**src/rtl/rotext_pkg.sv**
```systemverilog
package rotext_pkg;

  typedef enum logic [2:0] {
    OP_SBYTE = 3'd0,
    OP_SHALF = 3'd1,
    OP_SDUAL = 3'd2,
    OP_ZBYTE = 3'd3,
    OP_ZHALF = 3'd4,
    OP_ZDUAL = 3'd5,
    OP_RSV6  = 3'd6,
    OP_RSV7  = 3'd7
  } rotext_op_e;

  typedef enum logic [1:0] {
    FLD_BYTE = 2'd0,
    FLD_HALF = 2'd1,
    FLD_DUAL = 2'd2
  } field_e;

  typedef struct packed {
    logic   legal;
    logic   signed_fill;
    field_e field;
  } ext_ctl_t;

  function automatic ext_ctl_t decode_op(input logic [2:0] op);
    ext_ctl_t c;
    c.legal       = 1'b1;
    c.signed_fill = 1'b0;
    c.field       = FLD_BYTE;
    case (op)
      OP_SBYTE: begin c.signed_fill = 1'b1; c.field = FLD_BYTE; end
      OP_SHALF: begin c.signed_fill = 1'b1; c.field = FLD_HALF; end
      OP_SDUAL: begin c.signed_fill = 1'b1; c.field = FLD_DUAL; end
      OP_ZBYTE: c.field = FLD_BYTE;
      OP_ZHALF: c.field = FLD_HALF;
      OP_ZDUAL: c.field = FLD_DUAL;
      default:  c.legal = 1'b0;
    endcase
    return c;
  endfunction

endpackage

```
**src/rtl/rotext_rotator.sv**
```systemverilog
module rotext_rotator #(
  parameter int DATA_W = 32,
  parameter int UNIT_W = 8,
  parameter int SEL_W  = 2
) (
  input  logic [DATA_W-1:0] src,
  input  logic [SEL_W-1:0]  sel,
  output logic [DATA_W-1:0] rotated
);
  localparam int N_AMT = 1 << SEL_W;

  logic [DATA_W-1:0] cand [N_AMT];

  // One candidate per rotate amount; the select picks among them.
  for (genvar g = 0; g < N_AMT; g++) begin : g_amt
    localparam int SH = (g * UNIT_W) % DATA_W;
    if (SH == 0) begin : g_none
      assign cand[g] = src;
    end else begin : g_rot
      assign cand[g] = {src[SH-1:0], src[DATA_W-1:SH]};
    end
  end

  assign rotated = cand[sel];
endmodule

```
**src/rtl/rotext_extractor.sv**
```systemverilog
module rotext_extractor
  import rotext_pkg::*;
#(
  parameter int DATA_W = 32,
  parameter int UNIT_W = 8
) (
  input  logic [DATA_W-1:0] word,
  input  ext_ctl_t          ctl,
  output logic [DATA_W-1:0] result
);
  localparam int HALF_W = 2 * UNIT_W;
  localparam int LANE_W = DATA_W / 2;
  localparam int N_LANE = 2;

  logic [DATA_W-1:0] byte_res;
  logic [DATA_W-1:0] half_res;
  logic [DATA_W-1:0] dual_res;
  logic              unused_top;

  assign byte_res = {{(DATA_W-UNIT_W){ctl.signed_fill & word[UNIT_W-1]}},
                     word[UNIT_W-1:0]};
  assign half_res = {{(DATA_W-HALF_W){ctl.signed_fill & word[HALF_W-1]}},
                     word[HALF_W-1:0]};

  // Each lane takes the byte at the bottom of its own half of the word.
  for (genvar l = 0; l < N_LANE; l++) begin : g_lane
    localparam int LO = l * LANE_W;
    assign dual_res[LO +: LANE_W] =
      {{(LANE_W-UNIT_W){ctl.signed_fill & word[LO+UNIT_W-1]}},
       word[LO +: UNIT_W]};
  end

  assign unused_top = ^word[DATA_W-1:LANE_W+UNIT_W];

  always_comb begin
    unique case (ctl.field)
      FLD_HALF: result = half_res;
      FLD_DUAL: result = dual_res;
      default:  result = byte_res;
    endcase
  end
endmodule

```
**src/rtl/rotext_operand_check.sv**
```systemverilog
module rotext_operand_check #(
  parameter int IDX_W     = 4,
  parameter int BAR_IDX_A = 13,
  parameter int BAR_IDX_B = 15
) (
  input  logic [IDX_W-1:0] rd_idx,
  input  logic [IDX_W-1:0] rm_idx,
  output logic             barred
);
  localparam logic [IDX_W-1:0] BAR_A = IDX_W'(BAR_IDX_A);
  localparam logic [IDX_W-1:0] BAR_B = IDX_W'(BAR_IDX_B);

  logic [1:0] hit;

  assign hit[0] = (rd_idx == BAR_A) || (rd_idx == BAR_B);
  assign hit[1] = (rm_idx == BAR_A) || (rm_idx == BAR_B);
  assign barred = |hit;
endmodule

```
**src/rtl/rotext_unit.sv**
```systemverilog
module rotext_unit
  import rotext_pkg::*;
#(
  parameter int DATA_W    = 32,
  parameter int UNIT_W    = 8,
  parameter int ROT_W     = 2,
  parameter int IDX_W     = 4,
  parameter int BAR_IDX_A = 13,
  parameter int BAR_IDX_B = 15
) (
  input  logic              clk,
  input  logic              rst,
  input  logic              in_valid,
  input  logic [2:0]        op_sel,
  input  logic [ROT_W-1:0]  rot_sel,
  input  logic              cond_pass,
  input  logic [IDX_W-1:0]  rd_idx,
  input  logic [IDX_W-1:0]  rm_idx,
  input  logic [DATA_W-1:0] src_word,
  output logic [DATA_W-1:0] res_data,
  output logic              res_wen,
  output logic              res_illegal
);
  ext_ctl_t          ctl;
  logic [DATA_W-1:0] rotated;
  logic [DATA_W-1:0] extended;
  logic              barred;
  logic              illegal_d;

  assign ctl = decode_op(op_sel);

  rotext_rotator #(.DATA_W(DATA_W), .UNIT_W(UNIT_W), .SEL_W(ROT_W)) u_rot (
    .src     (src_word),
    .sel     (rot_sel),
    .rotated (rotated)
  );

  rotext_extractor #(.DATA_W(DATA_W), .UNIT_W(UNIT_W)) u_ext (
    .word   (rotated),
    .ctl    (ctl),
    .result (extended)
  );

  rotext_operand_check #(
    .IDX_W(IDX_W), .BAR_IDX_A(BAR_IDX_A), .BAR_IDX_B(BAR_IDX_B)
  ) u_chk_idx (
    .rd_idx (rd_idx),
    .rm_idx (rm_idx),
    .barred (barred)
  );

  assign illegal_d = !ctl.legal || barred;

  always_ff @(posedge clk) begin
    if (rst) begin
      res_data    <= '0;
      res_wen     <= 1'b0;
      res_illegal <= 1'b0;
    end else begin
      if (in_valid) begin
        res_data <= ctl.legal ? extended : '0;
      end
      res_wen     <= in_valid && cond_pass && !illegal_d;
      res_illegal <= in_valid && illegal_d;
    end
  end
endmodule

```
**config.mk**
```make
export PLATFORM = sky130hd
export DESIGN_NAME = rotext_unit
export DESIGN_NICKNAME = d
export VERILOG_FILES = /design/src/rtl/rotext_pkg.sv /design/src/rtl/rotext_rotator.sv /design/src/rtl/rotext_extractor.sv /design/src/rtl/rotext_operand_check.sv /design/src/rtl/rotext_unit.sv
export SDC_FILE = /design/constraint.sdc
export NUM_CORES = 1
export LEC_CHECK = 0
export BUFFER_PORTS_ARGS = -buffer_cell sky130_fd_sc_hd__buf_2
export CELL_PAD_IN_SITES_DETAIL_PLACEMENT = 0
export CELL_PAD_IN_SITES_GLOBAL_PLACEMENT = 1
export CORE_MARGIN = 3
export CORE_UTILIZATION = 34
export CTS_CLUSTER_SIZE = 10
export DETAILED_ROUTE_END_ITERATION = 10
export PLACE_DENSITY_LB_ADDON = 0.15
export SLEW_MARGIN = 20
export SYNTH_ARGS = -nofsm -noshare
export SYNTH_HDL_FRONTEND = slang
export SYNTH_SLANG_ARGS = --single-unit
```
**constraint.sdc**
```tcl
create_clock -name clk -period 2.1 [get_ports clk]
set_clock_uncertainty 0.15 [all_clocks]
set_input_delay 0.525 -clock clk [delete_from_list [all_inputs] [get_ports clk]]
set_output_delay 0.525 -clock clk [all_outputs]
set_load 0.02 [all_outputs]
```
* Word level (Yosys, flattened, before mapping)
Cells that the tools add are included.
** Word-level totals
- Register bits after elaboration :: 34
- Input bits :: 49
- Output and inout port bits :: 34
- Logic and storage cells :: 41
** Operators by class
- Magnitude comparators :: 1
- Equality and inequality tests :: 11
- Multiplexer cells :: 8
- Bitwise operators :: 4
- Reductions and logical operators :: 14
** Operator list (number)
- $bmux 32 s2 :: 1
- $pmux 32 s2 :: 1
- $mux 24 :: 2
- $mux 32 :: 1
- $eq 4x4->1 const B :: 4
- $eq 3x2->1 const B :: 2
- $eq 3x3->1 const B :: 2
- $reduce_or 2->1 :: 3
- $reduce_or 6->1 :: 1
- $pmux 2 s2 :: 1
- $and 1x1->1 :: 3
- $eq 3x1->1 const B :: 1
- $ge 3x3->1 const B :: 1
- $logic_and 1x1->1 :: 3
- $logic_not 3->1 :: 1
- $logic_or 1x1->1 :: 3
- $not 2->3 :: 1
- $reduce_or 3->1 :: 1
- $eq 2x1->1 const B :: 1
- $eq 2x2->1 const B :: 1
- $logic_not 1->1 :: 2
- $mux 1 :: 2

* Longest topological paths before layout
- Depth after elaboration :: 7
- Mapped depth :: 9
- Gate-level depth less buffers :: 7

* By module
From an unflattened synthesis, not the netlist that was laid out.
** Second synthesis, totals
- Cells, all modules :: 252
- Area total of the unflattened synthesis :: 2715.1 µm²
** By module, submodules not included
- rotext_unit :: instances 1, cells each 155, area each 1478.9 µm², sequential area each 680.7 µm²
- rotext_rotator :: instances 1, cells each 40, area each 824.5 µm², sequential area each 0.0 µm²
- rotext_extractor :: instances 1, cells each 54, area each 397.9 µm², sequential area each 0.0 µm²
- rotext_operand_check :: instances 1, cells each 3, area each 13.8 µm², sequential area each 0.0 µm²

* Worst setup path before layout
OpenSTA, ideal clock, no wires.
- Kind :: in2reg
- From :: in op_sel[2]
- To :: reg res_data[30]
- Library setup time :: 117 ps
- Arrival time :: 1758 ps
- Data required time :: 1833 ps
- Slack :: 75 ps
- Stages :: 9
- Buffers on the path :: 2
- Cell sequence :: nand2b_1 o21ai_0 inv_1 ha_1 buf_1 a31o_2 buf_6 a31oi_1 o21ai_1
** Between the ends
- Word-level cells in the longest chain between the ends :: 6
- Elaborated cells on any way between the ends :: 20
- Those cells by class :: eq/ne (7); mux (5); bitwise (3); reduce/logical (5)
** RTL lines
- start: declaration :: line rotext_unit.sv:14 : input logic [2:0] op_sel,
- $eq 3x2->1, or another cell as far along :: line rotext_pkg.sv:31 : case (op)
- $reduce_or 2->1 (no source line) or $reduce_or 3->1 (tied branches)
- $pmux 2 s2 or $mux 1 (tied branches) :: line rotext_pkg.sv:31
- $eq 2x2->1, or another cell as far along :: line rotext_extractor.sv:36 : unique case (ctl.field)
- $pmux 32 s2 :: line rotext_extractor.sv:36
- $mux 32 (*) :: line rotext_unit.sv:61 : res_data <= ctl.legal ? extended : '0;
- end signal: assignment :: line rotext_unit.sv:61
- end: declaration :: line rotext_unit.sv:20 : output logic [DATA_W-1:0] res_data,
Every way passes the cells marked *; elsewhere a longest branch is shown, timed or not.
A chain may end at the register's enable or synchronous reset.

* Final worst setup path
- From :: in op_sel[2]
- To :: reg res_data[21]
** Between the ends
- Word-level cells in the longest chain between the ends :: 6
- Elaborated cells on any way between the ends :: 19
- Those cells by class :: eq/ne (7); mux (5); bitwise (2); reduce/logical (5)
** RTL lines (line)
- $eq 3x2->1, or another cell as far along :: rotext_pkg.sv:31
- $reduce_or 2->1 (no source line) or $reduce_or 3->1 (tied branches)
- $pmux 2 s2 or $mux 1 (tied branches) :: rotext_pkg.sv:31
- $eq 2x2->1, or another cell as far along :: rotext_extractor.sv:36
- $pmux 32 s2 :: rotext_extractor.sv:36
- $mux 32 (*) :: rotext_unit.sv:61
Marks and branches as above.

==> flow_summary.yaml <==
status:
  status: "finished clean"
critical_path:
  cpPeakStageDelay_ns: 0.43
  cp-end-kind: "flop"
  critPathSlowestCell: "a211o_4"
  path_common_cell: "o21ai_0"
  reg2reg_slack_ns: 1.24
  crit_family: "compound AO/OA/AOI/OAI gates"
  crit_fanout: 16
  crit_buf_inv: 1
  critPathArrivalTime_ns: 1.96
  crit_type: "in2reg"
  cp-start-kind: "input pin"
  crit_required_ns: 2.16
  crit_chain: "buf_2 -> nand2b_1 -> o21ai_0 -> ha_1 -> a211o_4 -> o21ai_0"
layout:
  final_layout_size_suffix_gt1_share_pct: 50.2
  fin_util_pct: 46.5
  area.growth.synth_to_final_pct: 28.1
  diodes: 0
  fillers: 501
  ff_latch_area_um2: 541
  multi_input_area_mm2: 0.00107
  final_cells: 314
  nets: 299
power_and_ir_drop:
  seqPwrFrac_pct: 43.5
  clockPowerShare_pct: 23.6
  p_comb_share_pct: 32.9
  swShare_pct: 32.1
  power.total_mw: 1.30
  ir_worst_vdd_mv: 0.248
  power.density_mw_per_mm2: 576
  p_switching_uw: 417
  p_leak_nw: 1.01
  cell_internal_pwr_uw: 882
global_routing:
  gr-total-overflow: 0
  grt_pass1_vias: 1541
  antenna_found_initial: 0
  grt_pass1_wl_um: 7350
  grt_usage_pct: 15.2
  grt_max_degree: 24
floorplan:
  die_w_um: 77.9
  die_area_mm2: 0.00607
  ioPinCount: 83
  core_mm2: 0.00485
  die_h_um: 77.9
  start_util_pct: 36.3
  row_count: 25
synth:
  synth-main-ff-cell: "dfxtp_1"
  yosysWarningCount: 0
  syn_area_mm2: 0.00176
  ys_seq_area_share_pct: 30.7
  synth.avg_cell_area_um2: 10.2
  synthDistinctLibCells: 28
  synth_area_leaders: "dfxtp_1 (31%), mux4_2 (31%), a21oi_1 (7.1%)"
  synth.most_common_cell: "dfxtp_1"
  synth_cells: 172
  netlist.area_leader.share_pct: 30.7
  synth_edf_count: 0
  synth_seq_cells: 27
  synth_top_cell_by_area: "dfxtp_1"
  synth.net_count: 223
  yosys-top-cells-count: "dfxtp_1 (27), a21oi_1 (25), mux4_2 (24), nand2_1 (19), o21ai_1 (10)"
  synthArstFlopShare_pct: 0
drt:
  ant_nets: 0
  vias: 1606
  post_drt_wl_per_cell_um: 14.8
  via_per_inst: 5.11
  first_iter_violations: 72
  wirelength_um: 4630
  dr.pass1.iters: 4
  drc: 0
cts:
  hold_buffers: 0
  htreeDepth: 1
  clkTransAtPathRegs_ns: 0.10
  clock-sinks: 27
  post-cts-setup-buffers: 0
  clk_latency_ns: 0.28
  cts_max_path_buffers: 2
  clock-root-buffer: "clkbuf_8"
  cts_tree: "yes"
  post_cts_resized: 0
  cts-buffers-inserted: 3
timing:
  layout_min_cycle_time_ns: 1.89
  tightest_slew_ns: 0.500
  setup_viol: 0
  fmax_mhz: 528
  relSlewSlack_pct: 66.6
  hold_violations: 0
  final_max_slew_viol_count: 0
  rsz0062_at_grt: "false"
  period_share_pct: 90.1
run:
  maxCapViolCount: 0
placement:
  place_inst: 310
  hpwlAfterDp_um: 3740
  port_buffers: 80
  place_congestion: 0.772
worst_hold_path:
  min_path_type: "reg2reg"
==> placed cells by master, fill, tap and decap left out <==
| cell type | instances |
|---|---|
| mux4_2 | 24 |
| nand3b_1 | 1 |
| xor2_1 | 1 |
| a31oi_1 | 2 |
| clkbuf_8 | 3 |
| nand2_2 | 1 |
| nor2_1 | 9 |
| nor3b_1 | 1 |
| o21ai_1 | 10 |
| and2_1 | 1 |
| buf_4 | 11 |
| a31o_2 | 2 |
| a211o_4 | 1 |
| o21ai_0 | 7 |
| and4b_1 | 1 |
| a221o_1 | 1 |
| clkinvlp_4 | 1 |
| nand2_1 | 19 |
| buf_2 | 80 |
| and3_1 | 1 |
| nand3_1 | 2 |
| inv_1 | 2 |
| nand2b_1 | 3 |
| a21oi_1 | 25 |
| buf_12 | 1 |
| dfxtp_1 | 27 |
| nor2b_1 | 8 |
| ha_1 | 2 |
==> cells by family (layout without fill, tap and decap cells) <==
group | after synthesis | in the layout | synth area share [%]
flops | 27 | 27 | 30.7
compound gates | 48 | 48 | 15.2
fa+ha+maj | 2 | 2 | 1.42
buf+inv | 23 | 98 | 8.46
xor+xnor | 1 | 1 | 0.498
simple gates | 47 | 47 | 12.9
mux | 24 | 24 | 30.7
==> worst paths after layout <==
path                            cells after the start                   endpoint                       from
worst min register to register                      2  res_data[23]$_SDFFE_PP0P_  res_data[23]$_SDFFE_PP0P_
worst max register to register                      3   res_data[7]$_SDFFE_PP0P_   res_data[7]$_SDFFE_PP0P_
worst max-delay path                                6  res_data[21]$_SDFFE_PP0P_                  op_sel[2]
worst min-delay path                                2  res_data[23]$_SDFFE_PP0P_  res_data[23]$_SDFFE_PP0P_
==> flip-flops by register name, indices dropped and copies added, names as in the netlist <==
signal and flops:
res_wen 1, res_data 25, res_illegal 1
==> per-layer routing <==
layer	global-route usage, %	vias up	routed length [um]
met3	4.18	4	347
met5	0	-	0
met2	25.9	50	2310
met4	3.67	0	41
met1	19.1	770	1940
li1	-	782	-
==> final cells by class <==
cell class,instances,area share (%)
Inverter,2,0.333
Multi-Input combinational cell,122,47.5
Sequential cell,27,24.0
Tap cell,67,3.72
Timing Repair Buffer,92,22.3
Clock inverter,1,0.333
Clock buffer,3,1.83
==> power groups by stage <==
stage	registers [mW]	logic, mW	clock network (mW)
after floorplan	0.620	0.249	0
after global placement	0.576	0.429	0
after detailed placement	0.577	0.430	0
after CTS	0.565	0.432	0.312
after global routing	0.569	0.467	0.338
final	0.565	0.428	0.306
==> through the flow <==
step | TNS (ns) | cell area, um^2 | setup WS, ns | hold slack [ns]
6_report | 0 | 2250 | 0.207 | 0.300
2_1_floorplan | 0 | 1760 | 0.0753 | 0.375
3_5_place_dp | -1.20 | 2200 | -0.107 | 0.291
5_1_grt | 0 | 2250 | 0.0751 | 0.323
3_3_place_gp | -0.965 | 2200 | -0.0956 | 0.286
4_1_cts | 0 | 2250 | 0.194 | 0.305
==> worst register-to-register path: cells and delay by family, from the launching register on <==
family,cells,cell delay [ns]
AND/OR/NAND/NOR,2,0.17
flip-flops,1,0.32
AO/OA/AOI/OAI,1,0.12
Power figures use the tool's default switching activity.
